## config.mk

```make
export PLATFORM = sky130hd
export DESIGN_NAME = op_status_gen
export DESIGN_NICKNAME = d
export VERILOG_FILES = /design/src/rtl/op_status_pkg.sv /design/src/rtl/op_status_toggle.sv /design/src/rtl/op_status_fault.sv /design/src/rtl/op_status_gen.sv
export SDC_FILE = /design/constraint.sdc
export NUM_CORES = 1
export LEC_CHECK = 0
export ABC_AREA = 0
export BUFFER_PORTS_ARGS = -buffer_cell sky130_fd_sc_hd__buf_2
export CAP_MARGIN = 20
export CORE_AREA = 2 2 39 41
export CTS_CLUSTER_SIZE = 14
export DETAILED_ROUTE_END_ITERATION = 8
export DIE_AREA = 0 0 41 43
export PLACE_DENSITY_LB_ADDON = 0.3
export SLEW_MARGIN = 30
export SYNTH_ARGS = -nofsm -noshare
export SYNTH_HDL_FRONTEND = slang
export SYNTH_HIERARCHICAL = 1
export SYNTH_SLANG_ARGS = --single-unit
```

## constraint.sdc

```tcl
create_clock -name clk -period 2.05 [get_ports clk]
set_clock_uncertainty 0.2 [all_clocks]
set_input_delay 0.3075 -clock clk [delete_from_list [all_inputs] [get_ports clk]]
set_output_delay 0.3075 -clock clk [all_outputs]
set_load 0.02 [all_outputs]
```

## src/rtl/op_status_pkg.sv

```systemverilog
package op_status_pkg;
  localparam int BYTE_W   = 8;
  localparam int POLL_BIT = 7;
  localparam int TOG_BIT  = 6;
  localparam int FAIL_BIT = 5;
  localparam int WIN_BIT  = 3;
endpackage

```

## src/rtl/op_status_toggle.sv

```systemverilog
module op_status_toggle (
  input  logic clk,
  input  logic rst_n,
  input  logic active,
  input  logic rd_stb,
  output logic tog
);
  logic stb_q;
  logic access;

  assign access = rd_stb & ~stb_q;

  always_ff @(posedge clk or negedge rst_n) begin
    if (!rst_n) begin
      stb_q <= 1'b0;
      tog   <= 1'b0;
    end else begin
      stb_q <= rd_stb;
      if (access && active) tog <= ~tog;
    end
  end
endmodule

```

## src/rtl/op_status_fault.sv

```systemverilog
module op_status_fault (
  input  logic clk,
  input  logic rst_n,
  input  logic running,
  input  logic timeout,
  input  logic clr_fail,
  output logic fail_q
);
  always_ff @(posedge clk or negedge rst_n) begin
    if (!rst_n)                   fail_q <= 1'b0;
    else if (clr_fail)            fail_q <= 1'b0;
    else if (timeout && running)  fail_q <= 1'b1;
  end
endmodule

```

## src/rtl/op_status_gen.sv

```systemverilog
module op_status_gen
  import op_status_pkg::*;
(
  input  logic              clk,
  input  logic              rst_n,
  input  logic              op_erase,
  input  logic              busy,
  input  logic              erase_win,
  input  logic              timeout,
  input  logic              clr_fail,
  input  logic [BYTE_W-1:0] wr_byte,
  input  logic              rd_stb,
  input  logic [BYTE_W-1:0] arr_data,
  output logic [BYTE_W-1:0] rd_data
);
  logic running;
  logic fail_q;
  logic active;
  logic tog;
  logic [BYTE_W-1:0] status;

  assign running = busy | erase_win;
  assign active  = running | fail_q;

  op_status_fault u_fault (
    .clk(clk), .rst_n(rst_n), .running(running),
    .timeout(timeout), .clr_fail(clr_fail), .fail_q(fail_q)
  );

  op_status_toggle u_tog (
    .clk(clk), .rst_n(rst_n), .active(active),
    .rd_stb(rd_stb), .tog(tog)
  );

  always_comb begin
    status           = '0;
    status[POLL_BIT] = op_erase ? 1'b0 : ~wr_byte[POLL_BIT];
    status[TOG_BIT]  = tog;
    status[FAIL_BIT] = fail_q;
    status[WIN_BIT]  = op_erase & busy & ~erase_win;
  end

  assign rd_data = active ? status : arr_data;
endmodule

```

## Yosys cells after proc, flatten, opt, wreduce, memory -nomap -nowiden

Cells that the tools add are included.

| cells by class | value |
|---|---|
| muxes and demuxes | 4 |
| bitwise logic cells | 9 |
| reductions and logical operators | 3 |

Operators with widths:

| operator | count |
|---|---|
| $mux 8 | 1 |
| $not 1->1 | 4 |
| $and 1x1->1 | 3 |
| $mux 1 | 3 |
| $logic_and 1x1->1 | 2 |
| $or 1x1->1 | 2 |
| $reduce_bool 2->1 | 1 |

| storage, ports and cells | value |
|---|---|
| register bits after elaboration | 3 |
| bits of input ports | 24 |

## Depth between registers and ports, before layout

| logic depth | value |
|---|---|
| depth in word-level cells | 4 |
| depth in mapped cells | 4 |
| gate-level depth less buffers | 4 |

## Hierarchy

Netlist, hierarchy kept.

Modules (own cells, without submodules):

| module | times used | cells each | area each (µm²) | sequential area each (µm²) |
|---|---|---|---|---|
| op_status_gen | 1 | 15 | 108.9 | 0.0 |
| op_status_toggle | 1 | 4 | 86.3 | 50.0 |
| op_status_fault | 1 | 3 | 33.8 | 25.0 |

## Worst setup path after synthesis

Ideal clock, no wire load.

| timing path | value |
|---|---|
| kind | register -> output |
| from | reg u_fault.fail_q |
| to | out rd_data[3] |
| arrival | 1.126 ns |
| data required time | 1.542 ns |
| slack | 0.416 ns |
| cell stages (with the launch flop) | 3 |
| path buffers | 0 |
| cells stage by stage | dfrtp_1 > or3b_1 > a21oi_1 |

| on the way | value |
|---|---|
| cells in the longest elaborated chain, start to end | 2 |

RTL lines:

| what | line | text |
|---|---|---|
| from (decl) | op_status_fault.sv:7 | `output logic fail_q` |
| from (signal assigned) | op_status_fault.sv:10 | `if (!rst_n) fail_q <= 1'b0;` |
| from (signal assigned) | op_status_fault.sv:11 | `else if (clr_fail) fail_q <= 1'b0;` |
| from (signal assigned) | op_status_fault.sv:12 | `else if (timeout && running) fail_q <= 1'b1;` |
| $or 1x1->1 | op_status_gen.sv:23 | `assign active = running \| fail_q;` |
| $mux 8 | op_status_gen.sv:43 | `assign rd_data = active ? status : arr_data;` |
| to (decl) | op_status_gen.sv:14 | `output logic [BYTE_W-1:0] rd_data` |

No other way between the ends.

## Final worst setup path

| timing path | value |
|---|---|
| from | reg u_fault.fail_q |
| to | out rd_data[7] |

The elaborated chain is that of the path after synthesis.

==> out/metrics.cfg <==
[outcome]
outcome=complete, no violations

[timing]
fin_tns_setup_ps=0
tightest_slew_ps=277
rsz0062_at_grt=no
hold_violations=0
period_needed_ps=1940
fin_crit_sh=0.944
fmax_ghz=0.517
whs_ps=25.7
slew_headroom=0.815
setup_viol=0
slew_viol_final=0

[logic_synthesis]
syn-cell-area_sq_um=229
ys_warn_count=6
ys.flop_type=dfrtp_1
ys_ff_latch=3
yosysSeqAreaShare=0.328
synthTopCellsByArea=dfrtp_1 (33%), and2_2 (13%), mux2_2 (9.8%), nand3b_4 (8.7%), nor3_4 (7.1%)
async_flop_share=1.00
synth_top_area_frac=0.328
yosysUniqueCellTypes=12
syn_nets=46
syn_avg_cell_area_sq_um=10.4
syn_inst=22
yosys.area.top_type=dfrtp_1
synth_edf_count=0
yosys-top-cells-count=and2_2 (4), dfrtp_1 (3), nor2_1 (3)
yosysMostFrequentCell=and2_2

[finish]
antenna_cells=0
final_core_util=0.293
final_net_count=76
drive_gt1_frac=0.706
multiInputGateArea_sq_um=146
seqCellArea_sq_um=75.1
fillers=153
area_delta_synth_final_pct=77.0

[detailed_routing]
vias=257
antenna_left=0
viasPerCell=3.84
drcViolationCount=0
drt-wirelength-per-cell_um=9.15
drt-pass1-iter-count=1
drt_iter0_drc=0
wirelength_um=613

[clock_network]
cts_buffers=3
cts_tree=built
cts_root_buf=clkbuf_4
clk_pin_slew_ps=40
cts_sinks=3
cts-resized-gates=0
htreeDepth=1
clk_path_buf_depth=2
insertion_delay_ps=230

[die]
core_area_sq_um=1380
start_util=0.165
dieWidth_um=41
fp.dieH_um=43
die-area_sq_um=1760
row_count=14
pin_count=32

[worst_setup_path]
crit_path_end_kind=primary output
crit_arrival_ps=1430
cp-start-kind=flip-flop
crit_start=u_fault/fail_q
criticalPathCategory=reg2out
r2r_start=u_fault/fail_q
path_max_fanout=7
critPathRequiredTime_ps=1540
reg2reg_depth=4

[power_and_ir_drop]
p_sw_w=0.0000935
p_seq_frac=0.294
swShare=0.320
power_density_nw_per_um2=721
vdd_drop_max_uv=286
power.leakage_nw=0.232
pwr-share-clk=0.364
p_int_w=0.000199
pwr-share-comb=0.341

[global_route]
gr-total-overflow=0
first_global_vias=222
grt_use_total=0.0757
grt_max_degree=8
antenna_found_initial=0
grt_first_pass_wirelength_um=786

[placed_design]
gp_congestion=0.563
port_buffers=24
hpwl_um=471

[flow_run]
cap_violations=0

[min_path]
hold_path_depth=1
min-delay-start=rd_stb
hold_class=in2reg

[routing by layer]
metal / global-route usage / routed length (um) / vias up
li1: - / - / 130
met1: 0.0556 / 216 / 98
met2: 0.113 / 250 / 27
met3: 0.0366 / 130 / 2
met4: 0.100 / 15 / 0
met5: 0 / 0 / -
[registers in the layout, indices dropped and copies added, names as in the netlist]
signal / cells
u_fault/fail_q: 1
u_tog/stb_q: 1
u_tog/tog: 1
[logic make-up after synthesis]
kind of cell / Yosys count / share of synthesized area
flip-flops: 3 / 0.328
AO/OA/AOI/OAI: 3 / 0.0765
XOR/XNOR: 1 / 0.0711
multiplexers: 2 / 0.0984
AND/OR/NAND/NOR: 11 / 0.393
buffers and inverters: 2 / 0.0328
[placed cells by master, fill, tap and decap left out]
cell type	n
nor2_1	3
buf_2	24
clkbuf_4	3
mux2_2	2
dlygate4sd3_1	1
xnor2_2	1
nand2_1	1
nand3b_4	1
clkbuf_1	1
inv_1	2
nor3_4	1
and2_2	4
a21oi_1	2
dfrtp_1	3
a21o_1	1
or3b_1	1
[stage by stage]
step	setup slack (ps)	cells	cell area, sq um	power (W)
2_1_floorplan	416	22	229	0.000148
3_3_place_gp	255	62	369	0.000186
3_5_place_dp	264	62	369	0.000186
4_1_cts	64.8	67	405	0.000302
5_1_grt	20.5	67	405	0.000315
6_report	115	67	405	0.000292
[power groups by stage]
| stage | logic, W | registers (W) | clock network (W) |
|---|---|---|---|
| after detailed placement | 0.0000991 | 0.0000871 | 0 |
| final | 0.0000998 | 0.0000860 | 0.000106 |
| after CTS | 0.000101 | 0.0000864 | 0.000114 |
| after floorplan | 0.0000639 | 0.0000838 | 0 |
| after global routing | 0.000108 | 0.0000874 | 0.000120 |
| after global placement | 0.0000991 | 0.0000865 | 0 |
[final timing paths]
path,slack [ps],end
setup / recovery,110,rd_data[7]
hold / removal,30,u_tog/stb_q
setup reg to reg,790,u_tog/tog
hold reg to reg,310,u_tog/tog
max in group asynchronous,1340,u_fault/fail_q
min in group asynchronous,200,u_tog/stb_q
[worst max-delay path: stages, from the launching register on]
cell and delay, ps:
dfrtp_1 420, nor3_4 250, mux2_2 370, buf_2 160
[final cells by class]
class | count | share of cell area
Inverter | 2 | 0.0185
Sequential cell | 3 | 0.185
Timing Repair Buffer | 25 | 0.321
Tap cell | 16 | 0.0494
Clock buffer | 4 | 0.0648
Multi-Input combinational cell | 17 | 0.361
[timing repair]
| action | in CTS | in global routing |
|---|---|---|
| hold endpoints to repair | 3 | 0 |
| setup buffers | 0 | 0 |
| hold buffers | 1 | 0 |
Note: power is estimated with default switching activity, not from simulation.
